<file path="config.mk">
export PLATFORM = sky130hd
export DESIGN_NAME = bt_host_regs
export DESIGN_NICKNAME = d
export VERILOG_FILES = /design/src/rtl/bt_pkg.sv /design/src/rtl/bt_req_buf.sv /design/src/rtl/bt_rsp_buf.sv /design/src/rtl/bt_flags.sv /design/src/rtl/bt_host_regs.sv
export SDC_FILE = /design/constraint.sdc
export NUM_CORES = 1
export LEC_CHECK = 0
export BUFFER_PORTS_ARGS = -buffer_cell sky130_fd_sc_hd__buf_2
export CORE_MARGIN = 2
export CORE_UTILIZATION = 55
export DETAILED_ROUTE_END_ITERATION = 7
export PLACE_DENSITY = 0.72
export SYNTH_ARGS = -nofsm -noshare
export SYNTH_HDL_FRONTEND = slang
export SYNTH_SLANG_ARGS = --single-unit
</file>
<file path="constraint.sdc">
create_clock -name clk -period 5.9 [get_ports clk]
set_input_delay 0.59 -clock clk [delete_from_list [all_inputs] [get_ports clk]]
set_output_delay 0.59 -clock clk [all_outputs]
set_load 0.01 [all_outputs]
</file>
<file path="src/rtl/bt_pkg.sv">
package bt_pkg;

    localparam logic [1:0] OFF_CTRL = 2'd0;
    localparam logic [1:0] OFF_DATA = 2'd1;
    localparam logic [1:0] OFF_MASK = 2'd2;

    localparam int CB_CLR_REQ  = 0;
    localparam int CB_CLR_RSP  = 1;
    localparam int CB_HOST_ATN = 2;
    localparam int CB_RSP_ATN  = 3;
    localparam int CB_MSG_ATN  = 4;
    localparam int CB_HBUSY    = 6;
    localparam int CB_CBUSY    = 7;

    localparam int MB_EN   = 0;
    localparam int MB_PEND = 1;

    localparam logic [7:0] IDLE_BYTE = 8'hFF;

    typedef struct packed {
        logic cbusy;
        logic hbusy;
        logic msg_atn;
        logic rsp_atn;
    } hs_flags_t;

    function automatic logic [7:0] ctrl_view(hs_flags_t f);
        logic [7:0] b;
        b = '0;
        b[CB_CBUSY]   = f.cbusy;
        b[CB_HBUSY]   = f.hbusy;
        b[CB_MSG_ATN] = f.msg_atn;
        b[CB_RSP_ATN] = f.rsp_atn;
        return b;
    endfunction

    function automatic logic [7:0] mask_view(logic en, logic pend);
        logic [7:0] b;
        b = '0;
        b[MB_EN]   = en;
        b[MB_PEND] = pend;
        return b;
    endfunction

endpackage

</file>
<file path="src/rtl/bt_req_buf.sv">
module bt_req_buf #(
    parameter int DEPTH = 32,
    parameter int CNT_W = 8,
    localparam int AW = $clog2(DEPTH)
) (
    input  logic             clk,
    input  logic             rst,
    input  logic             wr,
    input  logic [7:0]       wbyte,
    input  logic             clr,
    input  logic [AW-1:0]    ridx,
    output logic [7:0]       rbyte,
    output logic [CNT_W-1:0] cnt
);
    logic [7:0] mem [DEPTH];
    logic       in_range;

    assign in_range = (cnt < CNT_W'(DEPTH));
    assign rbyte    = mem[ridx];

    always_ff @(posedge clk) begin
        if (wr && in_range) begin
            mem[cnt[AW-1:0]] <= wbyte;
        end
    end

    always_ff @(posedge clk) begin
        if (rst || clr) begin
            cnt <= '0;
        end else if (wr && (cnt != '1)) begin
            cnt <= cnt + 1'b1;
        end
    end

    AST_CNT_ZERO: assert property (@(posedge clk) disable iff (rst)
        clr |=> (cnt == '0));
    AST_CNT_STEP: assert property (@(posedge clk) disable iff (rst)
        (wr && !clr && cnt != '1) |=> (cnt == $past(cnt) + 1'b1));

endmodule

</file>
<file path="src/rtl/bt_rsp_buf.sv">
module bt_rsp_buf #(
    parameter int DEPTH = 32,
    localparam int AW = $clog2(DEPTH),
    localparam int LW = $clog2(DEPTH + 1)
) (
    input  logic          clk,
    input  logic          rst,
    input  logic          we,
    input  logic [AW-1:0] widx,
    input  logic [7:0]    wbyte,
    input  logic          post,
    input  logic [LW-1:0] plen,
    input  logic          rd,
    input  logic          rewind,
    output logic [7:0]    rbyte
);
    import bt_pkg::*;

    logic [7:0]    mem [DEPTH];
    logic [LW-1:0] len;
    logic [LW-1:0] pos;
    logic          avail;
    logic          last;

    assign avail = (pos < len);
    assign last  = avail && (pos + 1'b1 == len);
    assign rbyte = avail ? mem[pos[AW-1:0]] : IDLE_BYTE;

    always_ff @(posedge clk) begin
        if (we) begin
            mem[widx] <= wbyte;
        end
    end

    always_ff @(posedge clk) begin
        if (rst) begin
            len <= '0;
            pos <= '0;
        end else begin
            if (rewind) begin
                pos <= '0;
            end else if (rd && avail) begin
                pos <= last ? '0 : pos + 1'b1;
            end
            if (post) begin
                len <= (plen > LW'(DEPTH)) ? LW'(DEPTH) : plen;
            end else if (rd && last) begin
                len <= '0;
            end
        end
    end

    AST_LAST_WRAP: assert property (@(posedge clk) disable iff (rst)
        (rd && last && !post) |=> (len == '0 && pos == '0));
    AST_READ_STEP: assert property (@(posedge clk) disable iff (rst)
        (rd && avail && !last && !rewind) |=> (pos == $past(pos) + 1'b1));

endmodule

</file>
<file path="src/rtl/bt_flags.sv">
module bt_flags (
    input  logic                 clk,
    input  logic                 rst,
    input  logic                 ctrl_we,
    input  logic                 mask_we,
    input  logic [7:0]           wdata,
    input  logic                 rsp_post,
    input  logic                 sms_set,
    input  logic                 sms_clr,
    output bt_pkg::hs_flags_t    fl,
    output logic                 en,
    output logic                 pend,
    output logic                 req_ready
);
    import bt_pkg::*;

    hs_flags_t fl_n;
    logic      en_n;
    logic      pend_n;
    logic      req_n;

    always_comb begin
        fl_n   = fl;
        en_n   = en;
        pend_n = pend;
        req_n  = 1'b0;
        if (ctrl_we) begin
            if (wdata[CB_RSP_ATN]) fl_n.rsp_atn = 1'b0;
            if (wdata[CB_MSG_ATN]) fl_n.msg_atn = 1'b0;
            if (wdata[CB_HBUSY])   fl_n.hbusy   = ~fl_n.hbusy;
            if (wdata[CB_HOST_ATN]) begin
                fl_n.cbusy = 1'b1;
                req_n      = 1'b1;
            end
        end
        if (mask_we) begin
            if (wdata[MB_EN] != en_n) begin
                if (wdata[MB_EN]) begin
                    if (fl_n.rsp_atn || fl_n.msg_atn) pend_n = 1'b1;
                    en_n = 1'b1;
                end else begin
                    pend_n = 1'b0;
                    en_n   = 1'b0;
                end
            end
            if (wdata[MB_PEND] && pend_n) pend_n = 1'b0;
        end
        if (rsp_post) begin
            fl_n.cbusy   = 1'b0;
            fl_n.rsp_atn = 1'b1;
            if (en_n && !pend_n) pend_n = 1'b1;
        end
        if (sms_set && !fl_n.msg_atn) begin
            fl_n.msg_atn = 1'b1;
            if (en_n && !fl_n.rsp_atn) pend_n = 1'b1;
        end else if (sms_clr && fl_n.msg_atn) begin
            fl_n.msg_atn = 1'b0;
            if (!fl_n.rsp_atn && pend_n) pend_n = 1'b0;
        end
    end

    always_ff @(posedge clk) begin
        if (rst) begin
            fl        <= '0;
            en        <= 1'b0;
            pend      <= 1'b0;
            req_ready <= 1'b0;
        end else begin
            fl        <= fl_n;
            en        <= en_n;
            pend      <= pend_n;
            req_ready <= req_n;
        end
    end

    AST_HBUSY_TOGGLE: assert property (@(posedge clk) disable iff (rst)
        (ctrl_we && wdata[CB_HBUSY]) |=> (fl.hbusy != $past(fl.hbusy)));
    AST_HOST_ATN_BUSY: assert property (@(posedge clk) disable iff (rst)
        (ctrl_we && wdata[CB_HOST_ATN] && !rsp_post) |=> (fl.cbusy && req_ready));
    AST_POST_ATTN: assert property (@(posedge clk) disable iff (rst)
        rsp_post |=> (fl.rsp_atn && !fl.cbusy));
    AST_DISABLE_CLEARS: assert property (@(posedge clk) disable iff (rst)
        (mask_we && !wdata[MB_EN] && !rsp_post && !sms_set) |=> !pend);
    AST_SMS_DROP: assert property (@(posedge clk) disable iff (rst)
        (sms_clr && !sms_set) |=> !fl.msg_atn);

endmodule

</file>
<file path="src/rtl/bt_host_regs.sv">
module bt_host_regs #(
    parameter int REQ_DEPTH = 32,
    parameter int RSP_DEPTH = 32,
    parameter int CNT_W     = 8,
    localparam int REQ_AW = $clog2(REQ_DEPTH),
    localparam int RSP_AW = $clog2(RSP_DEPTH),
    localparam int RSP_LW = $clog2(RSP_DEPTH + 1)
) (
    input  logic              clk,
    input  logic              rst,
    input  logic [1:0]        host_addr,
    input  logic              host_wr,
    input  logic              host_rd,
    input  logic [7:0]        host_wdata,
    output logic [7:0]        host_rdata,
    output logic              irq,
    output logic              req_ready,
    output logic [CNT_W-1:0]  req_len,
    input  logic [REQ_AW-1:0] req_ridx,
    output logic [7:0]        req_rbyte,
    input  logic              rsp_we,
    input  logic [RSP_AW-1:0] rsp_widx,
    input  logic [7:0]        rsp_wbyte,
    input  logic              rsp_post,
    input  logic [RSP_LW-1:0] rsp_plen,
    input  logic              sms_set,
    input  logic              sms_clr
);
    import bt_pkg::*;

    logic      ctrl_we, mask_we, data_we, data_rd;
    hs_flags_t fl;
    logic      en, pend;
    logic [7:0] rsp_byte;

    assign ctrl_we = host_wr && (host_addr == OFF_CTRL);
    assign mask_we = host_wr && (host_addr == OFF_MASK);
    assign data_we = host_wr && (host_addr == OFF_DATA);
    assign data_rd = host_rd && (host_addr == OFF_DATA);

    bt_flags u_flags (
        .clk       (clk),
        .rst       (rst),
        .ctrl_we   (ctrl_we),
        .mask_we   (mask_we),
        .wdata     (host_wdata),
        .rsp_post  (rsp_post),
        .sms_set   (sms_set),
        .sms_clr   (sms_clr),
        .fl        (fl),
        .en        (en),
        .pend      (pend),
        .req_ready (req_ready)
    );

    bt_req_buf #(.DEPTH(REQ_DEPTH), .CNT_W(CNT_W)) u_req (
        .clk   (clk),
        .rst   (rst),
        .wr    (data_we),
        .wbyte (host_wdata),
        .clr   (ctrl_we && host_wdata[CB_CLR_REQ]),
        .ridx  (req_ridx),
        .rbyte (req_rbyte),
        .cnt   (req_len)
    );

    bt_rsp_buf #(.DEPTH(RSP_DEPTH)) u_rsp (
        .clk    (clk),
        .rst    (rst),
        .we     (rsp_we),
        .widx   (rsp_widx),
        .wbyte  (rsp_wbyte),
        .post   (rsp_post),
        .plen   (rsp_plen),
        .rd     (data_rd),
        .rewind (ctrl_we && host_wdata[CB_CLR_RSP]),
        .rbyte  (rsp_byte)
    );

    always_comb begin
        case (host_addr)
            OFF_CTRL: host_rdata = ctrl_view(fl);
            OFF_DATA: host_rdata = rsp_byte;
            OFF_MASK: host_rdata = mask_view(en, pend);
            default:  host_rdata = IDLE_BYTE;
        endcase
    end

    assign irq = pend;

    AST_IRQ_NEEDS_EN: assert property (@(posedge clk) disable iff (rst)
        $rose(irq) |-> en);
    AST_IRQ_HOLDS: assert property (@(posedge clk) disable iff (rst)
        (irq && !host_wr && !sms_clr) |=> irq);

endmodule

</file>
Word level (Yosys, flattened, before mapping)
Memory sizes are Yosys's and may differ from the RTL's. A register that Yosys moved wholly into a read port is not among the register bits. Cells that the tools add are included.

Add/subtract/negate cells: 2. Eq/ne operators: 5. Shift-type cells: 0. Bitwise logic cells: 2. $lt $le $gt $ge: 3. Reductions and logical operators: 29. Div/mod/pow operators: 0. Mux-type cells: 34. $mul: 0.

Operators with widths (count): 2-to-1 mux 1 bit (25); 2-to-1 mux 6 bit (4); case mux 8 bit (3 select lines) (1); logical AND 1 bit (17); 2-to-1 mux 5 bit (2); adder 8 x 1 -> 8 bit, second input constant (1); less-than comparator 8 x 6 -> 1 bit, second input constant (1); 2-to-1 mux 8 bit (1); != test 8 bit, second input constant (1); adder 6 x 1 -> 6 bit, second input constant (1); equality test 6 bit (1); > comparator 6 bit, second input constant (1); less-than comparator 6 bit (1); OR reduction 2 bit (3); AND reduction 2 bit (2); zero test 1 bit (3); equality test 2 x 1 -> 1 bit, second input constant (1); equality test 2 bit, second input constant (1); zero test 2 bit (1); logical OR 1 bit (2); 2-to-1 mux 2 bit (1); NOT 1 bit (2); nonzero test 2 bit (1); != test 1 bit (1).

Memory bits (writable): 512. Memories: 2. Word-level logic and storage cells: 87. Output and inout bits: 26. Bits of input ports: 42. Memory bits (read-only): 0. Bits in latches: 0. Register bits after elaboration: 27.

Memories: u_req.mem (depth 32, bits a word 8, rd ports 1, clocked after memory_dff 0, write ports 1, line bt_req_buf.sv:15) `logic [7:0] mem [DEPTH];`; u_rsp.mem (depth 32, bits a word 8, rd ports 1, clocked after memory_dff 1, write ports 1, line bt_rsp_buf.sv:19) `logic [7:0] mem [DEPTH];`.

Logic depth before layout (Yosys ltp)
Gate-level depths: netlist of the first run.

Depth in word-level cells: 19. Gate-level depth with buffers: 9. Depth with buffers taken out: 8.

Hierarchy
A second synthesis of the first run with hierarchy kept.

Cell total of the unflattened synthesis: 1080. Area, all modules: 21672.0 um^2.

By module, submodules not included: bt_rsp_buf (seq. area each 8027.7 um^2, cells each 557, area an instance 10890.4 um^2, instances 1); bt_req_buf (seq. area each 7847.5 um^2, cells each 461, area an instance 10314.9 um^2, instances 1); bt_flags (seq. area each 140.1 um^2, cells each 32, area an instance 299.0 um^2, instances 1); bt_host_regs (seq. area each 0.0 um^2, cells each 30, area an instance 167.7 um^2, instances 1).

Least setup slack after synthesis of the first run
No wires, ideal clock.

Path kind: input-to-output. Start point: input req_ridx[1]. End point: output req_rbyte[0]. Path slack: 2998 ps. Arrival time: 2312 ps. Cell stages on the path: 5. Path buffers: 2. Data required time: 5310 ps. Cells stage by stage: clkbuf_1 buf_1 mux4_2 mux4_2 mux2_2.

Cells in the longest elaborated chain, start to end: 1.

RTL lines: start: declaration (line bt_host_regs.sv:19) `input logic [REQ_AW-1:0] req_ridx,`; memory (32 x 8 bit); end: declaration (line bt_host_regs.sv:20) `output logic [7:0] req_rbyte,`.

No other way between the ends.

==> impl_metrics.toml, run 1 <==
[grt]
grt_pass1_wl_um = 67700
grtUsageTotal = 0.228
antenna_found_initial = 1
grt_pass1_vias = 10604
grt_overflow = 0
grt_max_degree = 43

[critical_path]
cp.arrival_ns = 3.54
reg2reg_slack_ns = 3.28
r2r_end = "u_req.mem[11][5]"
r2r-start = "u_req.cnt[5]"
rr_worst_depth = 3
path_max_fanout = 40
cp-start-kind = "register"
end_kind = "primary output"
cp.required_ns = 5.31
crit_type = "reg -> out"

[detailed_routing]
final_antenna_net_count = 0
drtIter0Drc = 928
drcViolationCount = 0
wl_met2_um = 22800
m1WireLength_um = 17700
drtPass1Iterations = 5
avgRoutedWirePerCell_um = 26.8
wl_um = 45000
dr_wl_met3_um = 3150
vias_per_cell = 6.17
highest_layer = "met5"
vias = 10379

[synthesis]
netlist_instances = 1049
synth_edf_count = 512
synth_nets = 1102
netlist_area_mm2 = 0.0215
yosys_warnings = 0
yosysTopAreaCell = "edfxtp_1"
ys_types = 53
syn_area_per_cell_um2 = 20.5
ys.flop_type = "edfxtp_1"
synth-seq-area-share = 0.744
synth-async-reset-ratio = 0
ys_seq_elements = 544
synth_top_area_frac = 0.715
synth.area.top_cells = "edfxtp_1 71%, mux4_2 16%, dfxtp_1 3.0%"

[finish]
mostFrequentLayoutCells = "512 x edfxtp_1, 150 x mux4_2, 97 x nor2_1"
final_util = 0.620
drive_gt1_frac = 0.265
nets = 1182
nFillCells = 2616
design_area_mm2 = 0.0239
diodes = 0
multi_input_area_mm2 = 0.00520
syn_to_final_growth_pct = 11.3
layout_commonest_cell = "edfxtp_1"
area.sequential_mm2 = 0.0160

[sta]
skew_ns = 0.00927
fmax_mhz = 242
setup_viol = 0
rsz0062_at_grt = "false"
fin_setup_tns_ns = 0
worstMarginPinSlew_ns = 1.03
report.final.hold_viol_count = 0
relSlewSlack = 0.309
period_needed_ns = 4.13
final_min_period_over_clock_period = 0.701
whs_ns = 0.225
finalMaxSlewViolations = 0

[clocking]
root_buffer = "clkbuf_16"
cts_setup_buffers = 0
cts.sinks = 544
cts_tree = "built"
cts_resized = 0
h-tree-depth = 2
cts.path.max_buffers = 3
cts_buffers = 52
insertion_delay_ns = 0.58
clk_pin_slew_ns = 0.06
cts_hold_buf = 0

[hold_path]
hp-start = "rsp_plen[3]"
min_path_type = "in -> reg"
holdPathStages = 2
min_to = "u_rsp.len[3]"

[floorplanning]
num_rows = 72
ios = 68
core_area_mm2 = 0.0386
start_util = 0.557
die_h_um = 202
die_w_um = 202
die-area_mm2 = 0.0407

[place]
postPlaceCellArea_mm2 = 0.0223
dpl.hpwl_um = 28200
place_congestion = 0.834
io_buffers = 67

[flow_run]
maxCapViolations = 0

[status]
status = "finished clean"

[pwr]
powerDensity_mw_per_mm2 = 328
ir_worst_vdd_mv = 0.276
p_leak_nw = 7.42
==> registers in the layout, summed over array words and instances, names as in the netlist, named ones only <==
| signal | flops |
|---|---|
| u_flags.req_ready | 1 |
| u_flags.fl | 4 |
| u_rsp.mem | 256 |
| u_flags.en | 1 |
| u_req.cnt | 8 |
| u_req.mem | 256 |
| u_flags.pend | 1 |
| u_rsp.len | 6 |
| u_rsp.pos | 6 |
==> routing by layer <==
layer | global-route usage | up-vias
met2 | 0.376 | 426
met4 | 0.0822 | 2
met3 | 0.0360 | 78
met1 | 0.313 | 5399
met5 | 0 | -
li1 | - | 4474
==> report_power, final <==
part / total [mW] / switching [mW] / internal (mW)
logic: 0.341 / 0.197 / 0.144
clock network: 3.25 / 1.35 / 1.89
registers: 4.27 / 0.0221 / 4.25
==> how the worst max path moves through the flow <==
stage / slack, ns / cells after the start / start / endpoint
after floorplan: 3.00 / 5 / req_ridx[1] / req_rbyte[0]
after global placement: 2.21 / 6 / req_ridx[0] / req_rbyte[4]
after detailed placement: 2.20 / 6 / req_ridx[0] / req_rbyte[1]
after CTS: 1.62 / 6 / register / host_rdata[7]
after global routing: 1.51 / 6 / register / host_rdata[7]
final: 1.77 / 6 / register / host_rdata[7]
==> per-stage QoR <==
| step | setup WS, ns | cells | power, mW |
|---|---|---|---|
| floorplan | 3.00 | 1049 | 4.55 |
| global placement | 2.21 | 1593 | 4.69 |
| detailed placement | 2.20 | 1593 | 4.70 |
| CTS | 1.62 | 1682 | 7.91 |
| global route | 1.51 | 1682 | 8.07 |
| finish | 1.77 | 1682 | 7.86 |
==> synth_stat cells (all sizes together), types with 2 or more instances <==
cell type  number
xor2            6
nand2          27
nor3            5
o21a            2
or3             4
inv            11
o21ai           5
a22o            5
nand3          17
mux2i          21
a21boi          4
buf            33
or3b            3
a2111oi         2
dfxtp          32
ha             11
nor2b           8
mux4          150
a31o            2
nor3b           4
o41ai           2
a22oi           3
nand3b         10
xnor2           6
clkbuf         15
a31oi           3
nor2           97
mux2           10
edfxtp        512
a21oi          19
nand2b          2
==> cell type report <==
cell class,instances,share of cell area
Multi-Input combinational cell,446,0.217
Clock buffer,66,0.0574
Sequential cell,544,0.669
Timing Repair Buffer,74,0.0168
Clock inverter,23,0.0106
Tap cell,518,0.0271
Inverter,11,0.00172
==> logic make-up after synthesis <==
logic type / share of synthesized area
adder cells (fa/ha/maj): 0.00640
flip-flops: 0.744
buffers and inverters: 0.0138
XOR/XNOR: 0.00593
AND/OR/NAND/NOR: 0.0394
multiplexers: 0.172
AO/OA/AOI/OAI: 0.0180
==> worst max-delay path: stages (launching register included) <==
cell	delay, ns
dfxtp_4	0.87
buf_4	0.39
mux4_2	0.53
mux4_2	0.53
mux2i_1	0.33
a21oi_1	0.12
buf_2	0.16
Power figures use the tool's default switching activity.
==> run 2, diff against run 1 <==
--- a/config.mk
+++ b/config.mk
@@ -9,7 +9,7 @@
 export CORE_MARGIN = 2
 export CORE_UTILIZATION = 55
 export DETAILED_ROUTE_END_ITERATION = 7
-export PLACE_DENSITY = 0.72
+export PLACE_DENSITY = 0.75
 export SYNTH_ARGS = -nofsm -noshare
 export SYNTH_HDL_FRONTEND = slang
 export SYNTH_SLANG_ARGS = --single-unit
==> constraint.sdc (replaced) <==
create_clock -name clk -period 3.71 [get_ports clk]
set_input_delay 0.371 -clock clk [delete_from_list [all_inputs] [get_ports clk]]
set_output_delay 0.371 -clock clk [all_outputs]
set_load 0.01 [all_outputs]
==> run 2 against run 1 <==
- first-iteration DRC count increased by 3.9%
- register-to-register slack got worse by 2.1 ns
- highest routed layer is now met4
- wire length decreased by 2.5%
- worst setup slack lost 1.6 ns
- clock skew hardly changed
- non-clock buffer count is 23 higher
- cell count increased by 1.7%
- sequential cell count stayed put
- utilization rose by 0.62 points
- die area unchanged
- sequential power is 59% higher
==> impl_metrics.toml, run 2 (synthesized netlist as in run 1, its figures left out) <==
[critical_path]
cp-endpoint = "host_rdata[0]"
cp-start-kind = "register"
reg2reg_slack_ns = 1.14
crit_type = "reg -> out"
rr_worst_depth = 6
cp.arrival_ns = 3.13
r2r-start = "u_rsp.pos[3]"
startpoint = "u_rsp.pos[3]"
end_kind = "primary output"
r2r_end = "u_rsp.len[5]"
path_max_fanout = 8
cp.required_ns = 3.34

[hold_path]
hp-start = "rsp_plen[2]"
min_path_type = "in -> reg"

[detailed_routing]
vias = 10495
avgRoutedWirePerCell_um = 25.6
drtIter0Drc = 964
final_antenna_net_count = 0
vias_per_cell = 6.13
wl_um = 43900
drcViolationCount = 0
drtPass1Iterations = 6

[grt]
grt_busiest_layer = "met2"
grt_pass1_wl_um = 66600
use_met2 = 0.370
grtUsageTotal = 0.220
grt_overflow = 0
grt_pass1_vias = 10570
met1_usage = 0.304
antenna_found_initial = 0
grt_max_degree = 65
grt_use_met3 = 0.0358

[finish]
nFillCells = 2589
nets = 1204
syn_to_final_growth_pct = 12.4
design_area_mm2 = 0.0242
drive_gt1_frac = 0.284
diodes = 0
top_regs = "u_req.mem: 256 flops, u_rsp.mem: 256 flops, u_req.cnt: 8 flops"
layout_commonest_cell = "edfxtp_1"
mostFrequentLayoutCells = "512 x edfxtp_1, 150 x mux4_2, 97 x nor2_1"
final_util = 0.626

[clocking]
clk_pin_slew_ns = 0.07
cts_tree = "built"
cts.path.max_buffers = 3
cts.sinks = 544
cts_buffers = 51
cts_resized = 0
h-tree-depth = 2
insertion_delay_ns = 0.56
root_buffer = "clkbuf_16"

[place]
io_buffers = 67
postPlaceCellArea_mm2 = 0.0225
place_congestion = 0.838
dpl.hpwl_um = 26700

[status]
status = "finished clean"

[floorplanning]
num_rows = 72
die-area_mm2 = 0.0407
die_w_um = 202
core_area_mm2 = 0.0386
die_h_um = 202
start_util = 0.557
ios = 68

[sta]
finalMaxSlewViolations = 0
fin_setup_tns_ns = 0
report.final.hold_viol_count = 0
setup_viol = 0
rsz0062_at_grt = "false"
period_needed_ns = 3.50
final_min_period_over_clock_period = 0.944
skew_ns = 0.00903
fmax_mhz = 285
worstMarginPinSlew_ns = 0.994
whs_ns = 0.0262
relSlewSlack = 0.335

[pwr]
ir_worst_vdd_mv = 0.376
powerDensity_mw_per_mm2 = 515
p_leak_nw = 7.57

[flow_run]
maxCapViolations = 0
[run 2: cell types whose count changed in the layout (fill, tap and decap cells not counted), sizes merged]
cell / before / now
buf: 74 / 97
clkbuf: 66 / 71
bufinv: 6 / 4
clkinv: 16 / 19
[run 2: where the power goes]
group | switching, mW | total (mW) | internal (mW) | leakage (nW)
logic | 0.326 | 0.564 | 0.238 | 1.90
registers | 0.0288 | 6.79 | 6.76 | 4.87
clock network | 2.14 | 5.09 | 2.95 | 0.807
[run 2: cell type report]
type	count	area, um2	share of cell area
Tap cell	518	648	0.0268
Timing Repair Buffer	97	638	0.0264
Sequential cell	544	16000	0.662
Inverter	11	41.3	0.00171
Clock inverter	24	211	0.00874
Clock buffer	71	1420	0.0589
Multi-Input combinational cell	446	5200	0.215
[run 2: how the worst min path moves through the flow]
stage	to	slack, ns	depth (start not counted)
floorplan	u_rsp.len[0]	0.45	1
global placement	u_rsp.len[0]	0.48	1
detailed placement	u_rsp.len[0]	0.48	1
CTS	u_rsp.len[3]	0.008	2
global route	u_rsp.len[3]	0.01	2
finish	u_rsp.len[2]	0.03	2
[run 2: worst max-delay path, stage by stage, from the launching register on]
cell and delay (ns):
dfxtp_1 0.50, ha_1 0.30, a2111oi_0 0.39, a21oi_1 0.30
a31o_2 0.34, o41ai_1 0.42, nand2_1 0.14, buf_2 0.18
[run 2: per-layer routing]
metal / vias to the layer above / share of wire / wire length, um
li1: 4531 / - / -
met1: 5490 / 0.40 / 17300
met2: 405 / 0.52 / 22800
met3: 69 / 0.064 / 2800
met4: 0 / 0.022 / 950
met5: - / 0 / 0
[run 2: per-stage QoR]
| step | total power [mW] | setup WS, ns | cells |
|---|---|---|---|
| floorplan | 7.24 | 1.25 | 1049 |
| global placement | 7.47 | 0.632 | 1615 |
| detailed placement | 7.48 | 0.640 | 1615 |
| CTS | 12.5 | 0.0263 | 1710 |
| global route | 12.8 | 0.0720 | 1711 |
| finish | 12.4 | 0.206 | 1711 |
[run 2: timing repair]
| item | in CTS | in global routing |
|---|---|---|
| endpoints found under the setup margin | 0 | 5 |
| hold buffers | 0 | 0 |
| buffers inserted | 0 | 1 |
==> run 3, diff against run 2 <==
--- a/config.mk
+++ b/config.mk
@@ -9,7 +9,7 @@
 export CORE_MARGIN = 2
 export CORE_UTILIZATION = 55
 export DETAILED_ROUTE_END_ITERATION = 7
-export PLACE_DENSITY = 0.75
+export PLACE_DENSITY = 0.72
 export SYNTH_ARGS = -nofsm -noshare
 export SYNTH_HDL_FRONTEND = slang
 export SYNTH_SLANG_ARGS = --single-unit
==> constraint.sdc (replaced) <==
create_clock -name clk -period 3.75 [get_ports clk]
set_input_delay 0.375 -clock clk [delete_from_list [all_inputs] [get_ports clk]]
set_output_delay 0.375 -clock clk [all_outputs]
set_load 0.01 [all_outputs]
==> run 3 against run 2 <==
- first-iteration DRC count increased by 11%
- wire length rose by 1.7%
- sequential power down 1%
- worst setup slack improved by 0.084 ns
- power up 3.9%
- hold slack gained 0.011 ns
- die area did not move
- combinational power is essentially flat
- via count rose by 0.17%
- critical path type unchanged
==> impl_metrics.toml, run 3 (synthesized netlist as in run 1, its figures left out) <==
[sta]
relSlewSlack = 0.267
finalMaxSlewViolations = 0
setup_viol = 0
report.final.hold_viol_count = 0
fmax_mhz = 289
worstMarginPinSlew_ns = 1.10
final_min_period_over_clock_period = 0.923
skew_ns = 0.0119
rsz0062_at_grt = "false"
fin_setup_tns_ns = 0
period_needed_ns = 3.46

[floorplanning]
ios = 68
die_h_um = 202
die_w_um = 202
core_area_mm2 = 0.0386
die-area_mm2 = 0.0407
num_rows = 72
start_util = 0.557

[pwr]
ir_worst_vdd_mv = 0.404
pwr-share-clk = 0.437
seqPwrFrac = 0.519
p_switching_mw = 2.59
p_leak_nw = 7.68
swShare = 0.200
powerDensity_mw_per_mm2 = 529
internal_power_mw = 10.3
pwr-share-comb = 0.044

[detailed_routing]
drtPass1Iterations = 5
avgRoutedWirePerCell_um = 26.0
vias = 10513
final_antenna_net_count = 0
drcViolationCount = 0
vias_per_cell = 6.13
drtIter0Drc = 1070
wl_um = 44600

[clocking]
insertion_delay_ns = 0.60
cts.sinks = 544
h-tree-depth = 2
cts_tree = "built"
clk_pin_slew_ns = 0.06
cts_buffers = 53
cts.path.max_buffers = 3
cts_setup_buffers = 0
root_buffer = "clkbuf_16"

[finish]
nets = 1205
drive_gt1_frac = 0.292
layout_commonest_cell = "edfxtp_1"
area.sequential_mm2 = 0.0160
nFillCells = 2573
multi_input_area_mm2 = 0.00521
final_util = 0.632
top_regs = "u_req.mem: 256 flops, u_rsp.mem: 256 flops, u_req.cnt: 8 flops"
syn_to_final_growth_pct = 13.6
mostFrequentLayoutCells = "512 x edfxtp_1, 150 x mux4_2, 97 x nor2_1"
diodes = 0

[place]
dpl.hpwl_um = 27200
place_congestion = 0.787
io_buffers = 67

[critical_path]
cp.arrival_ns = 3.08
crit_type = "reg -> out"
path_max_fanout = 25
end_kind = "primary output"
cp-start-kind = "register"
cp.required_ns = 3.38

[status]
status = "finished clean"

[grt]
grt_pass1_vias = 10666
grtUsageTotal = 0.226
grt_overflow = 0
antenna_found_initial = 2
grt_max_degree = 65
grt_pass1_wl_um = 67300

[flow_run]
maxCapViolations = 0

[hold_path]
min_path_type = "in -> reg"
-- run 3: cell count changes in the layout (fill, tap and decap cells not counted), moves of 2 or more --
cell / previous run / this run
buf_4: 25 / 20
clkinv_1: 7 / 3
clkinvlp_4: 0 / 2
bufinv_16: 4 / 9
clkinv_4: 0 / 2
clkinv_2: 12 / 10
dlygate4sd3_1: 0 / 4
inv_6: 0 / 3
clkbuf_1: 15 / 10
clkbuf_16: 53 / 56
-- run 3: worst paths after layout --
check,slack (ns),to,depth (start not counted),start
worst max-delay path,0.29,host_rdata[7],6,register
worst min-delay path,0.04,u_rsp.len[1],2,rsp_plen[1]
worst max register to register,1.18,register,6,u_rsp.pos[3]
worst min register to register,0.49,u_rsp.len[0],1,u_rsp.len[0]
-- run 3: through the flow --
stage | hold WS, ns | area (um2) | cells | total power, mW | setup slack [ns]
2_1_floorplan | 0.446 | 21500 | 1049 | 7.16 | 1.28
3_3_place_gp | 0.478 | 22500 | 1611 | 7.39 | 0.817
3_5_place_dp | 0.474 | 22500 | 1611 | 7.41 | 0.802
4_1_cts | 0.00312 | 24400 | 1714 | 13.0 | 0.127
5_1_grt | 0.0216 | 24400 | 1714 | 13.3 | 0.0316
6_report | 0.0372 | 24400 | 1714 | 12.9 | 0.290
-- run 3: area by class of cell --
type | count | share of cell area
flip-flops and latches | 544 | 0.656
repair buffers | 96 | 0.0262
clock inverters | 30 | 0.0164
multi-input cells | 446 | 0.213
inverters | 11 | 0.00169
clock buffers | 69 | 0.0606
well taps | 518 | 0.0265
-- run 3: critical path: stages (launching register included) --
cell and delay (ns):
dfxtp_4 0.53, buf_12 0.27, mux4_2 0.55, mux4_2 0.50, mux2i_1 0.36, a21oi_1 0.12, buf_2 0.16
-- run 3: power groups by stage --
stage	clock (mW)	sequential, mW	combinational, mW
after floorplan	0	6.83	0.333
after global placement	0	6.84	0.556
after detailed placement	0	6.84	0.567
after CTS	5.74	6.71	0.573
after global routing	5.97	6.71	0.612
final	5.66	6.71	0.565
-- run 3: per-layer routing --
layer,part of all wire,track usage,vias to the layer above
li1,-,-,4515
met1,0.39,0.304,5475
met2,0.51,0.370,438
met3,0.078,0.0534,81
met4,0.028,0.0712,4
met5,0.00036,0,-
-- run 3: what timing repair did --
item                                    CTS  global route
gates resized for setup                   0             3
endpoints found under the hold margin     4             0
endpoints found under the setup margin    0             3
hold buffers                              4             0
